--- src/rtl/lat_interlock_pkg.sv ---
package lat_interlock_pkg;
  typedef enum logic [3:0] {
    CLS_ALU   = 4'd0,
    CLS_LOAD  = 4'd1,
    CLS_STORE = 4'd2,
    CLS_BR    = 4'd3,
    CLS_JMP   = 4'd4,
    CLS_MUL32 = 4'd5,
    CLS_MUL64 = 4'd6,
    CLS_DIV32 = 4'd7,
    CLS_DIV64 = 4'd8
  } op_class_e;

  function automatic int max4(input int a, input int b, input int c, input int d);
    int m;
    m = a;
    if (b > m) m = b;
    if (c > m) m = c;
    if (d > m) m = d;
    return m;
  endfunction
endpackage

--- src/rtl/lat_down_counter.sv ---
module lat_down_counter #(
  parameter int WIDTH = 7
) (
  input  logic             clk,
  input  logic             rst,
  input  logic             load,
  input  logic [WIDTH-1:0] load_val,
  output logic [WIDTH-1:0] count,
  output logic             at_one,
  output logic             is_zero
);
  always_ff @(posedge clk) begin
    if (rst)
      count <= '0;
    else if (load)
      count <= load_val;
    else if (count != '0)
      count <= count - 1'b1;
  end

  assign is_zero = (count == '0);
  assign at_one  = (count == WIDTH'(1));
endmodule

--- src/rtl/lat_op_decode.sv ---
module lat_op_decode
  import lat_interlock_pkg::*;
#(
  parameter int MUL32_LAT = 8,
  parameter int MUL64_LAT = 12,
  parameter int DIV32_LAT = 36,
  parameter int DIV64_LAT = 68,
  parameter int MUL32_RPT = 8,
  parameter int MUL64_RPT = 12,
  parameter int DIV32_RPT = 36,
  parameter int DIV64_RPT = 68,
  parameter int BR_RPT    = 2,
  parameter int CNT_W     = 7
) (
  input  logic [3:0]       cls,
  output logic             uses_unit,
  output logic [CNT_W-1:0] lat_load,
  output logic [CNT_W-1:0] rpt_load,
  output logic [CNT_W-1:0] gap_load
);
  op_class_e op;

  always_comb begin
    op        = op_class_e'(cls);
    uses_unit = 1'b0;
    lat_load  = '0;
    rpt_load  = '0;
    gap_load  = '0;
    case (op)
      CLS_MUL32: begin
        uses_unit = 1'b1;
        lat_load  = CNT_W'(MUL32_LAT - 1);
        rpt_load  = CNT_W'(MUL32_RPT - 1);
      end
      CLS_MUL64: begin
        uses_unit = 1'b1;
        lat_load  = CNT_W'(MUL64_LAT - 1);
        rpt_load  = CNT_W'(MUL64_RPT - 1);
      end
      CLS_DIV32: begin
        uses_unit = 1'b1;
        lat_load  = CNT_W'(DIV32_LAT - 1);
        rpt_load  = CNT_W'(DIV32_RPT - 1);
      end
      CLS_DIV64: begin
        uses_unit = 1'b1;
        lat_load  = CNT_W'(DIV64_LAT - 1);
        rpt_load  = CNT_W'(DIV64_RPT - 1);
      end
      CLS_BR, CLS_JMP: begin
        gap_load  = CNT_W'(BR_RPT - 1);
      end
      default: begin
        uses_unit = 1'b0;
      end
    endcase
  end
endmodule

--- src/rtl/lat_interlock.sv ---
module lat_interlock
  import lat_interlock_pkg::*;
#(
  parameter int MUL32_LAT = 8,
  parameter int MUL64_LAT = 12,
  parameter int DIV32_LAT = 36,
  parameter int DIV64_LAT = 68,
  parameter int MUL32_RPT = MUL32_LAT,
  parameter int MUL64_RPT = MUL64_LAT,
  parameter int DIV32_RPT = DIV32_LAT,
  parameter int DIV64_RPT = DIV64_LAT,
  parameter int BR_RPT    = 2
) (
  input  logic       clk,
  input  logic       rst,
  input  logic       issue_valid,
  input  logic [3:0] issue_class,
  input  logic       result_req,
  output logic       stall,
  output logic       result_ready
);
  localparam int MAX_LAT = max4(MUL32_LAT, MUL64_LAT, DIV32_LAT, DIV64_LAT);
  localparam int MAX_RPT = max4(MUL32_RPT, MUL64_RPT, DIV32_RPT, DIV64_RPT);
  localparam int MAX_ALL = (MAX_LAT > MAX_RPT) ? MAX_LAT : MAX_RPT;
  localparam int CNT_W   = $clog2(((MAX_ALL > BR_RPT) ? MAX_ALL : BR_RPT) + 1);

  logic             uses_unit;
  logic [CNT_W-1:0] lat_load, rpt_load, gap_load;
  logic [CNT_W-1:0] lat_cnt, rpt_cnt, gap_cnt;
  logic             lat_one, lat_zero;
  logic             rpt_one, rpt_zero;
  logic             gap_one, gap_zero;
  logic             accept, unit_start;
  logic             ready_q;

  lat_op_decode #(
    .MUL32_LAT(MUL32_LAT), .MUL64_LAT(MUL64_LAT),
    .DIV32_LAT(DIV32_LAT), .DIV64_LAT(DIV64_LAT),
    .MUL32_RPT(MUL32_RPT), .MUL64_RPT(MUL64_RPT),
    .DIV32_RPT(DIV32_RPT), .DIV64_RPT(DIV64_RPT),
    .BR_RPT(BR_RPT), .CNT_W(CNT_W)
  ) u_dec (
    .cls      (issue_class),
    .uses_unit(uses_unit),
    .lat_load (lat_load),
    .rpt_load (rpt_load),
    .gap_load (gap_load)
  );

  // stall is combinational from registered state and this cycle's inputs
  always_comb begin
    stall = 1'b0;
    if (result_req && !ready_q)
      stall = 1'b1;
    if (issue_valid && !gap_zero)
      stall = 1'b1;
    if (issue_valid && uses_unit && !rpt_zero)
      stall = 1'b1;
  end

  assign accept     = issue_valid && !stall;
  assign unit_start = accept && uses_unit;

  lat_down_counter #(.WIDTH(CNT_W)) u_lat (
    .clk(clk), .rst(rst), .load(unit_start), .load_val(lat_load),
    .count(lat_cnt), .at_one(lat_one), .is_zero(lat_zero)
  );

  lat_down_counter #(.WIDTH(CNT_W)) u_rpt (
    .clk(clk), .rst(rst), .load(unit_start), .load_val(rpt_load),
    .count(rpt_cnt), .at_one(rpt_one), .is_zero(rpt_zero)
  );

  lat_down_counter #(.WIDTH(CNT_W)) u_gap (
    .clk(clk), .rst(rst), .load(accept), .load_val(gap_load),
    .count(gap_cnt), .at_one(gap_one), .is_zero(gap_zero)
  );

  always_ff @(posedge clk) begin
    if (rst)
      ready_q <= 1'b1;
    else if (unit_start)
      ready_q <= (lat_load == '0);
    else if (lat_one)
      ready_q <= 1'b1;
  end

  assign result_ready = ready_q;
endmodule

--- config.mk ---
export PLATFORM = sky130hd
export DESIGN_NAME = lat_interlock
export DESIGN_NICKNAME = d
export VERILOG_FILES = /design/src/rtl/lat_interlock_pkg.sv /design/src/rtl/lat_down_counter.sv /design/src/rtl/lat_op_decode.sv /design/src/rtl/lat_interlock.sv
export SDC_FILE = /design/constraint.sdc
export NUM_CORES = 1
export LEC_CHECK = 0
export ABC_AREA = 1
export BUFFER_PORTS_ARGS = -buffer_cell sky130_fd_sc_hd__buf_4
export CORE_UTILIZATION = 45
export CTS_BUF_LIST = sky130_fd_sc_hd__clkbuf_16
export CTS_CLUSTER_DIAMETER = 30
export DETAILED_ROUTE_END_ITERATION = 7
export PLACE_DENSITY = 0.71
export RECOVER_POWER = 25
export SLEW_MARGIN = 10
export SYNTH_ARGS = -nofsm -noshare
export SYNTH_HDL_FRONTEND = slang
export SYNTH_HIERARCHICAL = 1
export SYNTH_SLANG_ARGS = --single-unit
--- constraint.sdc ---
create_clock -name clk -period 1.75 [get_ports clk]
set_clock_uncertainty 0.1 [all_clocks]
set_input_delay 0.4375 -clock clk [delete_from_list [all_inputs] [get_ports clk]]
set_output_delay 0.4375 -clock clk [all_outputs]
set_load 0.03 [all_outputs]
Yosys cells after proc, flatten, opt, wreduce, memory -nomap -nowiden --
Index checks and enable logic that the tools add are counted.
Storage, ports and cells: flip-flop bits (word level) 22, bits in latches 0, memory bits (writable) 0, memory bits (read-only) 0, input bits 8, output and inout port bits 2, logic and storage cells 50, memories kept 0
Cells by class: add/subtract/negate cells 3, multipliers 0, divide/modulo/power cells 0, order comparisons 0, eq/ne operators 7, shift operators 0, mux-type cells 14, bitwise logic cells 0, reductions and logical operators 22
Operators by type and width (number):
- $mux 7 | 6
- $pmux 7 s4 | 1
- $logic_not 7->1 | 3
- $reduce_bool 7->1 | 3
- $sub 7x1->7 const B | 3
- $eq 4x3->1 const B | 4
- $reduce_bool 2->1 | 4
- $eq 7x1->1 const B | 1
- $mux 1 | 7
- $logic_and 1x1->1 | 6
- $eq 4x2->1 const B | 1
- $eq 4x4->1 const B | 1
- $logic_not 1->1 | 4
- $reduce_or 4->1 | 1
- $reduce_or 2->1 | 1

Logic depth before layout (Yosys ltp) --
Gate-level depths: netlist (run 1).
depth in word-level cells 10, gate-level depth with buffers 16, gate-level depth less buffers 15

Hierarchy --
The synthesis (run 1) kept the hierarchy.
By module, submodules not included:
- lat_down_counter | instances 3, cells each 71, area an instance 476.7 um2, seq. area each 140.1 um2
- lat_op_decode | instances 1, cells each 41, area an instance 216.5 um2, seq. area each 0.0 um2
- lat_interlock | instances 1, cells each 27, area an instance 135.1 um2, seq. area each 20.0 um2

Least setup slack after synthesis (run 1) --
No wires, ideal clock.
path type register to register, from register u_gap.count[0], to register u_gap.count[4], library setup time 0.110 ns, data arrival time 1.749 ns, data required time 1.540 ns, path slack -0.209 ns, stages on the path, launching flop included 15, buffers on the path 0, clock period less this slack 1.959 ns, path through dfxtp_1 -> inv_1 -> ha_1 -> nand2_4 -> nor2_8 -> inv_1 -> nand2_1 -> nand2_2 -> nor2_2 -> inv_2 -> nor2_2 -> inv_2 -> or2_2 -> nand3_1 -> nor2_1
On the way: longest elaborated chain between the ends 8, elaborated cells between the ends (all ways) 12, classes of those cells 1 x add/sub; 4 x mux; 7 x reduce/logical
RTL lines:
- start: declaration | RTL line lat_down_counter.sv:8 | output logic [WIDTH-1:0] count,
- start signal: assignment | RTL line lat_down_counter.sv:16 | count <= load_val;
- start signal: assignment | RTL line lat_down_counter.sv:18 | count <= count - 1'b1;
- $logic_not 7->1 (*) | RTL line lat_down_counter.sv:21 | assign is_zero = (count == '0);
- net gap_zero | RTL line lat_interlock.sv:32 | logic gap_one, gap_zero;
- $logic_not 1->1 (*) | RTL line lat_interlock.sv:55 | if (issue_valid && !gap_zero)
- $logic_and 1x1->1 (*) | RTL line lat_interlock.sv:55
- $mux 1 (*) | RTL line lat_interlock.sv:55
- $mux 1 (*) | RTL line lat_interlock.sv:57 | if (issue_valid && uses_unit && !rpt_zero)
- net stall | RTL line lat_interlock.sv:19 | output logic stall,
- $logic_not 1->1 (*) | RTL line lat_interlock.sv:61 | assign accept = issue_valid && !stall;
- $logic_and 1x1->1 (*) | RTL line lat_interlock.sv:61
- net accept | RTL line lat_interlock.sv:33 | logic accept, unit_start;
- $mux 7 or $reduce_bool 2->1 (tied branches)
Mark *: on every way through the listed nets, which the timed path passes. The rest lies on a longest branch. The select of a mux whose other input is x is not followed. A chain may end at the register's enable or synchronous reset.

Worst setup path in the final report (run 1) --
from register u_gap.count[0], to output stall
On the way: longest elaborated chain between the ends 5
RTL lines (RTL line):
- $logic_not 7->1 | lat_down_counter.sv:21
- net gap_zero | lat_interlock.sv:32
- $logic_not 1->1 | lat_interlock.sv:55
- $logic_and 1x1->1 | lat_interlock.sv:55
- $mux 1 | lat_interlock.sv:55
- $mux 1 | lat_interlock.sv:57
- end: declaration | lat_interlock.sv:19
The timed path passes the listed nets, and every way through them passes these cells.

==> results of run 1 <==
-- layout make-up --
cell class / count / area, sq um / area share (%)
Clock buffer: 3 / 75.07 / 3.233
Clock inverter: 1 / 3.754 / 0.1616
Inverter: 36 / 145.1 / 6.250
Multi-Input combinational cell: 205 / 1212 / 52.21
Sequential cell: 22 / 446.7 / 19.23
Tap cell: 48 / 60.06 / 2.586
Timing Repair Buffer: 47 / 379.1 / 16.33
-- per-layer routing --
layer | up-vias | global-route usage (%)
met3 | 2 | 2.321
met1 | 752 | 23.87
met2 | 38 | 35.24
li1 | 922 | -
met4 | 0 | 6.389
met5 | - | 0
-- how the worst min path moves through the flow --
stage               depth (start not counted)        endpoint      startpoint
detailed placement                          2  u_lat/count[1]  u_lat/count[1]
floorplan                                   2  u_lat/count[1]  u_lat/count[1]
global route                                2  u_gap/count[0]             rst
finish                                      2  u_rpt/count[5]             rst
CTS                                         2  u_lat/count[1]  u_lat/count[1]
global placement                            2  u_lat/count[1]  u_lat/count[1]
-- power by group through the flow --
stage          clock network (W)  registers (W)  logic [W]
5_1_grt                 0.000525       0.000906    0.00294
3_5_place_dp                   0       0.000868    0.00230
3_3_place_gp                   0       0.000860    0.00225
2_1_floorplan                  0       0.000855    0.00171
4_1_cts                 0.000496       0.000859    0.00242
6_report                0.000493       0.000874    0.00265
-- through the flow --
stage               area [sq um]  hold slack, ns  total power (W)
floorplan                   1833          0.3681         0.002566
global placement            2043          0.3923         0.003115
detailed placement          2043          0.3932         0.003171
CTS                         2191          0.4018         0.003780
global route                2322          0.4083         0.004375
finish                      2322          0.3949         0.004019
-- state kept, by name, summed over array words and instances (netlist names) --
| signal | count |
|---|---|
| result_ready | 1 |
| u_gap/count | 7 |
| u_lat/count | 7 |
| u_rpt/count | 7 |
-- timing repair --
| action | 4_1_cts | 5_1_grt |
|---|---|---|
| pin swaps | 7 | 17 |
| buffers inserted | 4 | 3 |
| gates resized for setup | 13 | 33 |
| endpoints found under the setup margin | 10 | 21 |
==> results.txt, run 1 <==
----------------------------------------------------
[Outcome]
  Run status ... finished with violations
  Violations in the final reports ... negative setup slack

[Detailed routing]
  Met3 WL ... 140 um
  Met1 wire length ... approximately 1700 um
  Initial DRC Count ... 60
  DR vias ... around 1700
  Length of routed met2 wiring ... 1870 um
  Vias per std cell ... 4.735
  Highest metal layer with signal wires ... met4
  Total length of routed wires ... 3766 um
  DR WL/cell ... 10.40 um
  Count of unresolved DRC violations after routing ... 0
  Detailed-routing iteration count for the pre-antenna-repair pass ... 5
  Post-route antenna net violation count ... 0

[Power]
  Comb power frac ... about two thirds
  Leakage power ... about 1.2 nW
  Cell Int Power ... 0.002207 W
  Net Switching ... around 0.0018 W
  Part of the total power dissipated in sequential elements ... 21.7%
  Maximum VDD drop ... 833.5 uV
  Power share of the clock group ... 12.3%
  Switching share of power ... 45.08%
  Power Dens Cells ... 1731 nW/um^2

[Worst setup path]
  Top cell by count, worst path ... sky130_fd_sc_hd__inv_2
  Critical Path RT ... 1.21 ns
  Logic depth of the worst path, buffers included ... 10
  WP buf/inv ... 4
  Critical register-to-register path startpoint ... u_gap/count[0]
  Cell with the largest stage delay on the worst path ... sky130_fd_sc_hd__dfxtp_2
  Kind of start point of the critical path ... register
  Setup CP Type ... register to output port
  Setup crit end kind ... output port
  Largest delay contributor family on the critical path ... simple AND/OR/NAND/NOR gates
  Worst setup slack for register-to-register paths ... -0.13 ns
  Critical path peak fanout ... 2
  Worst r2r path cells ... 15
  First element of the critical path ... u_gap/count[0]
  Worst path max stage delay ... about 0.32 ns
  Data arrival time of the critical path ... approximately 1.4 ns
  FF-to-FF End ... u_gap/count[4]
  Timing endpoint of the critical path ... stall
  CP cell instances ... inv_2 -> ha_4 -> nand2_4 -> nor2_8 -> inv_2 -> nand2_2 -> nand2_2 -> nor2_4 -> inv_2 -> buf_6

[Clocking]
  Total number of clock tree sinks ... 22
  Clock-pin slew on the worst setup and hold paths ... about 0.06 ns
  Total of hold buffers inserted after clock tree synthesis ... 0
  CTS tree ... built
  Inserted Clock Buffers ... 3
  Clock tree buffer depth ... 2
  Clock root buffer master ... sky130_fd_sc_hd__clkbuf_16
  Later-pin clock latency in the skew report ... roughly 0.25 ns
  Count of H-tree levels built during CTS ... 1

[Global route]
  Largest net degree at the start of global routing ... 20
  First-pass GRT wire length ... 6437 um
  Number of global-route vias before repair ... between 1500 and 2000
  Overflow left after global routing ... 0
  Total Routing Usage GR ... 19.56%
  Antenna violations before repair ... 0

[STA]
  Tcrit/Tclk final ... 109.2%
  Final setup viols ... 9
  Shortest period the worst path allows ... 1.911 ns
  Setup slack after layout ... -0.1611 ns
  Total negative setup slack ... -0.7347 ns
  Highest achievable clock rate ... 523.3 MHz
  Slew Limit Fails ... 0
  Unrepaired setup endpoints after global routing ... true
  Hold Violations, Final ... 0

[Placed design]
  Placed Instances ... 351
  Post-place setup slack ... -0.1170 ns
  Final weighted congestion of routability-driven global placement ... 0.7742
  Final HPWL from detailed placement ... 2738 um
  Number of buffers added on ports ... 9

[Synthesis]
  Cells after synthesis ... between 200 and 300
  Cell area after synthesis ... 1742 sq um
  Mean cell area of the mapped netlist ... roughly 6.3 sq um
  Number of warnings reported in the yosys synthesis log ... 6

[Final layout]
  Growth of design area from synthesis to finish ... 33.33%
  Finished Layout Cells ... ~360
  Nets ... 330
  Layout cells sized above 1 ... a little over a third
  Util after Layout ... between 60% and 70%
  Leading cell type in the layout, fill and taps excluded ... sky130_fd_sc_hd__nand2_1
  Most used cells in the layout excluding fill and tap cells ... sky130_fd_sc_hd__nand2_1, sky130_fd_sc_hd__buf_4, sky130_fd_sc_hd__nor2_1
  Number of fillers in the final layout ... 313
  Antenna cell count ... 0

[Min path]
  Worst Hold Class ... input port to register

[Floorplan]
  Initial core utilization ... 47.22%
  Full die area ... 4123 sq um
  I/O pin count ... 10
  Std-Cell Rows ... 22
  Die span in y ... 64.21 um
  Width of the die ... between 60 and 70 um
  Total core area ... 3689 sq um

[Flow run]
  Max Cap Violations ... 0

----------------------------------------------------
(Power assumes the default switching activity.)
==> inputs of run 2 (changes only) <==
- CTS_CLUSTER_DIAMETER: 30 -> 60
- SETUP_SLACK_MARGIN: not set -> 0.4
==> run 2 against run 1 <==
Compared with the run above:
- the flow still finishes with violations (negative setup slack)
- cell count rose by 0.55%
- fmax decreased by 1.3%
- core utilization grew 3.9 points
- hold slack better by 0.0064 ns
- via count is 2.7% higher
- sequential power barely moved
- final area up 6.2%
- clock power is 3% lower
- largest power group unchanged
==> results.txt, run 2 (same netlist as run 1, synthesis figures left out) <==
----------------------------------------------------
[Outcome]
  Run status ... finished with violations
  Violations in the final reports ... negative setup slack

[Detailed routing]
  Detailed-routing iteration count for the pre-antenna-repair pass ... 4
  Count of unresolved DRC violations after routing ... 0
  DR vias ... 1761
  Initial DRC Count ... 33
  Vias per std cell ... 4.838
  Post-route antenna net violation count ... 0
  Total length of routed wires ... around 4100 um
  DR WL/cell ... 11.39 um

[Floorplan]
  Std-Cell Rows ... 22
  Full die area ... 4123 sq um
  Width of the die ... ~64 um
  I/O pin count ... 10
  Initial core utilization ... 47.22%
  Total core area ... 3689 sq um
  Die span in y ... 64.21 um

[Global route]
  Largest net degree at the start of global routing ... 20
  Antenna violations before repair ... 0
  Overflow left after global routing ... 0
  Total Routing Usage GR ... 21.81%
  Number of global-route vias before repair ... 1682
  Met1 track demand over resource ... 26.81%
  Fraction of met3 tracks used by global routing ... 3.214%
  Met2 layer usage reported by global route ... 38.70%
  First-pass GRT wire length ... 7051 um
  Gr busiest metal ... met2

[Placed design]
  Final HPWL from detailed placement ... 2845 um
  Final weighted congestion of routability-driven global placement ... ~0.79
  Number of buffers added on ports ... 9
  Post-place setup slack ... -0.1440 ns

[Clocking]
  Clock root buffer master ... sky130_fd_sc_hd__clkbuf_16
  Total number of clock tree sinks ... 22
  Later-pin clock latency in the skew report ... approximately 0.25 ns
  Clock tree buffer depth ... 2
  Clock-pin slew on the worst setup and hold paths ... 0.06 ns
  CTS tree ... built
  Inserted Clock Buffers ... 3
  Count of H-tree levels built during CTS ... 1

[STA]
  Shortest period the worst path allows ... 1.937 ns
  Total negative setup slack ... -1.646 ns
  Setup slack after layout ... -0.1870 ns
  Slew Limit Fails ... 0
  Unrepaired setup endpoints after global routing ... true
  Tcrit/Tclk final ... 110.7%
  Final setup viols ... 21
  Highest achievable clock rate ... between 500 and 600 MHz
  Hold Violations, Final ... 0

[Power]
  Leakage power ... 1.217 nW
  Switching share of power ... 45.55%
  Power consumption ... 0.004238 W
  Cell Int Power ... about 0.0023 W
  Part of the total power dissipated in sequential elements ... 20.7%
  Maximum VDD drop ... 874.3 uV
  Comb power frac ... 68.1%
  Net Switching ... slightly below 0.002 W
  Power Dens Cells ... 1718 nW/um^2
  Power share of the clock group ... 11.2%

[Final layout]
  Layout cells sized above 1 ... 43.04%
  Nets ... 333
  Leading cell type in the layout, fill and taps excluded ... sky130_fd_sc_hd__nand2_1
  Growth of design area from synthesis to finish ... 41.60%
  Util after Layout ... 66.86%
  Antenna cell count ... 0
  Biggest regs ... u_gap/count x7, u_lat/count x7, u_rpt/count x7
  Most used cells in the layout excluding fill and tap cells ... sky130_fd_sc_hd__nand2_1, sky130_fd_sc_hd__buf_4, sky130_fd_sc_hd__nor2_1

[Min path]
  Startpoint of the most critical hold path ... rst
  Worst Hold Class ... input port to register

[Worst setup path]
  Critical register-to-register path startpoint ... u_gap/count[0]
  Data arrival time of the critical path ... 1.40 ns
  Kind of start point of the critical path ... register
  Critical path peak fanout ... 2
  Setup CP Type ... register to output port
  Setup crit end kind ... output port
  First element of the critical path ... u_gap/count[0]
  Critical Path RT ... 1.21 ns

[Flow run]
  Max Cap Violations ... 0

----------------------------------------------------
run 2: changes by cell type in the layout (fill, tap and decap cells not counted), sizes merged:
cell / change
buf: +3
clkinv: -1
run 2: layout make-up:
class / count / area, sq um
clock buffers: 3 / 75.07
fillers: 316 / 1222
inverters: 36 / 152.6
multi-input cells: 205 / 1309
flip-flops and latches: 22 / 446.7
well taps: 48 / 60.06
repair buffers: 50 / 422.9
run 2: power groups by stage:
stage | logic [W] | registers [W] | clock network, W
3_5_place_dp | 0.00240 | 0.000865 | 0
6_report | 0.00289 | 0.000876 | 0.000476
4_1_cts | 0.00274 | 0.000870 | 0.000485
3_3_place_gp | 0.00236 | 0.000864 | 0
5_1_grt | 0.00322 | 0.000900 | 0.000504
2_1_floorplan | 0.00181 | 0.000862 | 0
run 2: critical path, stage by stage (launching register included):
cell and delay, ns:
sky130_fd_sc_hd__dfxtp_2 0.32, sky130_fd_sc_hd__inv_2 0.07, sky130_fd_sc_hd__ha_4 0.14, sky130_fd_sc_hd__nand2_4 0.06, sky130_fd_sc_hd__nor2_8 0.08, sky130_fd_sc_hd__inv_2 0.04
sky130_fd_sc_hd__nand2_2 0.07, sky130_fd_sc_hd__nand2_2 0.08, sky130_fd_sc_hd__nor2_4 0.10, sky130_fd_sc_hd__inv_2 0.05, sky130_fd_sc_hd__buf_6 0.13
run 2: final timing paths:
kind                                  endpoint  slack [ns]  cells past startpoint
worst max-delay path                     stall       -0.19                     10
worst min-delay path            u_lat/count[1]        0.40                      2
worst max register to register  u_gap/count[4]       -0.15                     15
worst min register to register  u_lat/count[1]        0.42                      2
run 2: repair_timing:
item | CTS | global route
endpoints found under the setup margin | 23 | 23
setup buffers | 7 | 3
pin swaps | 26 | 6
gates resized for setup | 44 | 12
hold buffers | 0 | 0
cloned | 0 | 0
run 2: stage by stage:
step | hold slack [ns] | area, sq um | std cells
6_report | 0.4013 | 2466 | 364
5_1_grt | 0.4207 | 2466 | 364
4_1_cts | 0.4056 | 2406 | 361
3_5_place_dp | 0.3922 | 2143 | 351
3_3_place_gp | 0.3840 | 2143 | 351
2_1_floorplan | 0.3583 | 1912 | 282
run 2: per-layer routing:
metal	share of wire [%]	vias to the layer above	wire (um)
met2	48	24	1994
met5	0	-	0
met1	48	800	1980
met3	2.0	10	81
met4	2.2	0	90
li1	-	927	-
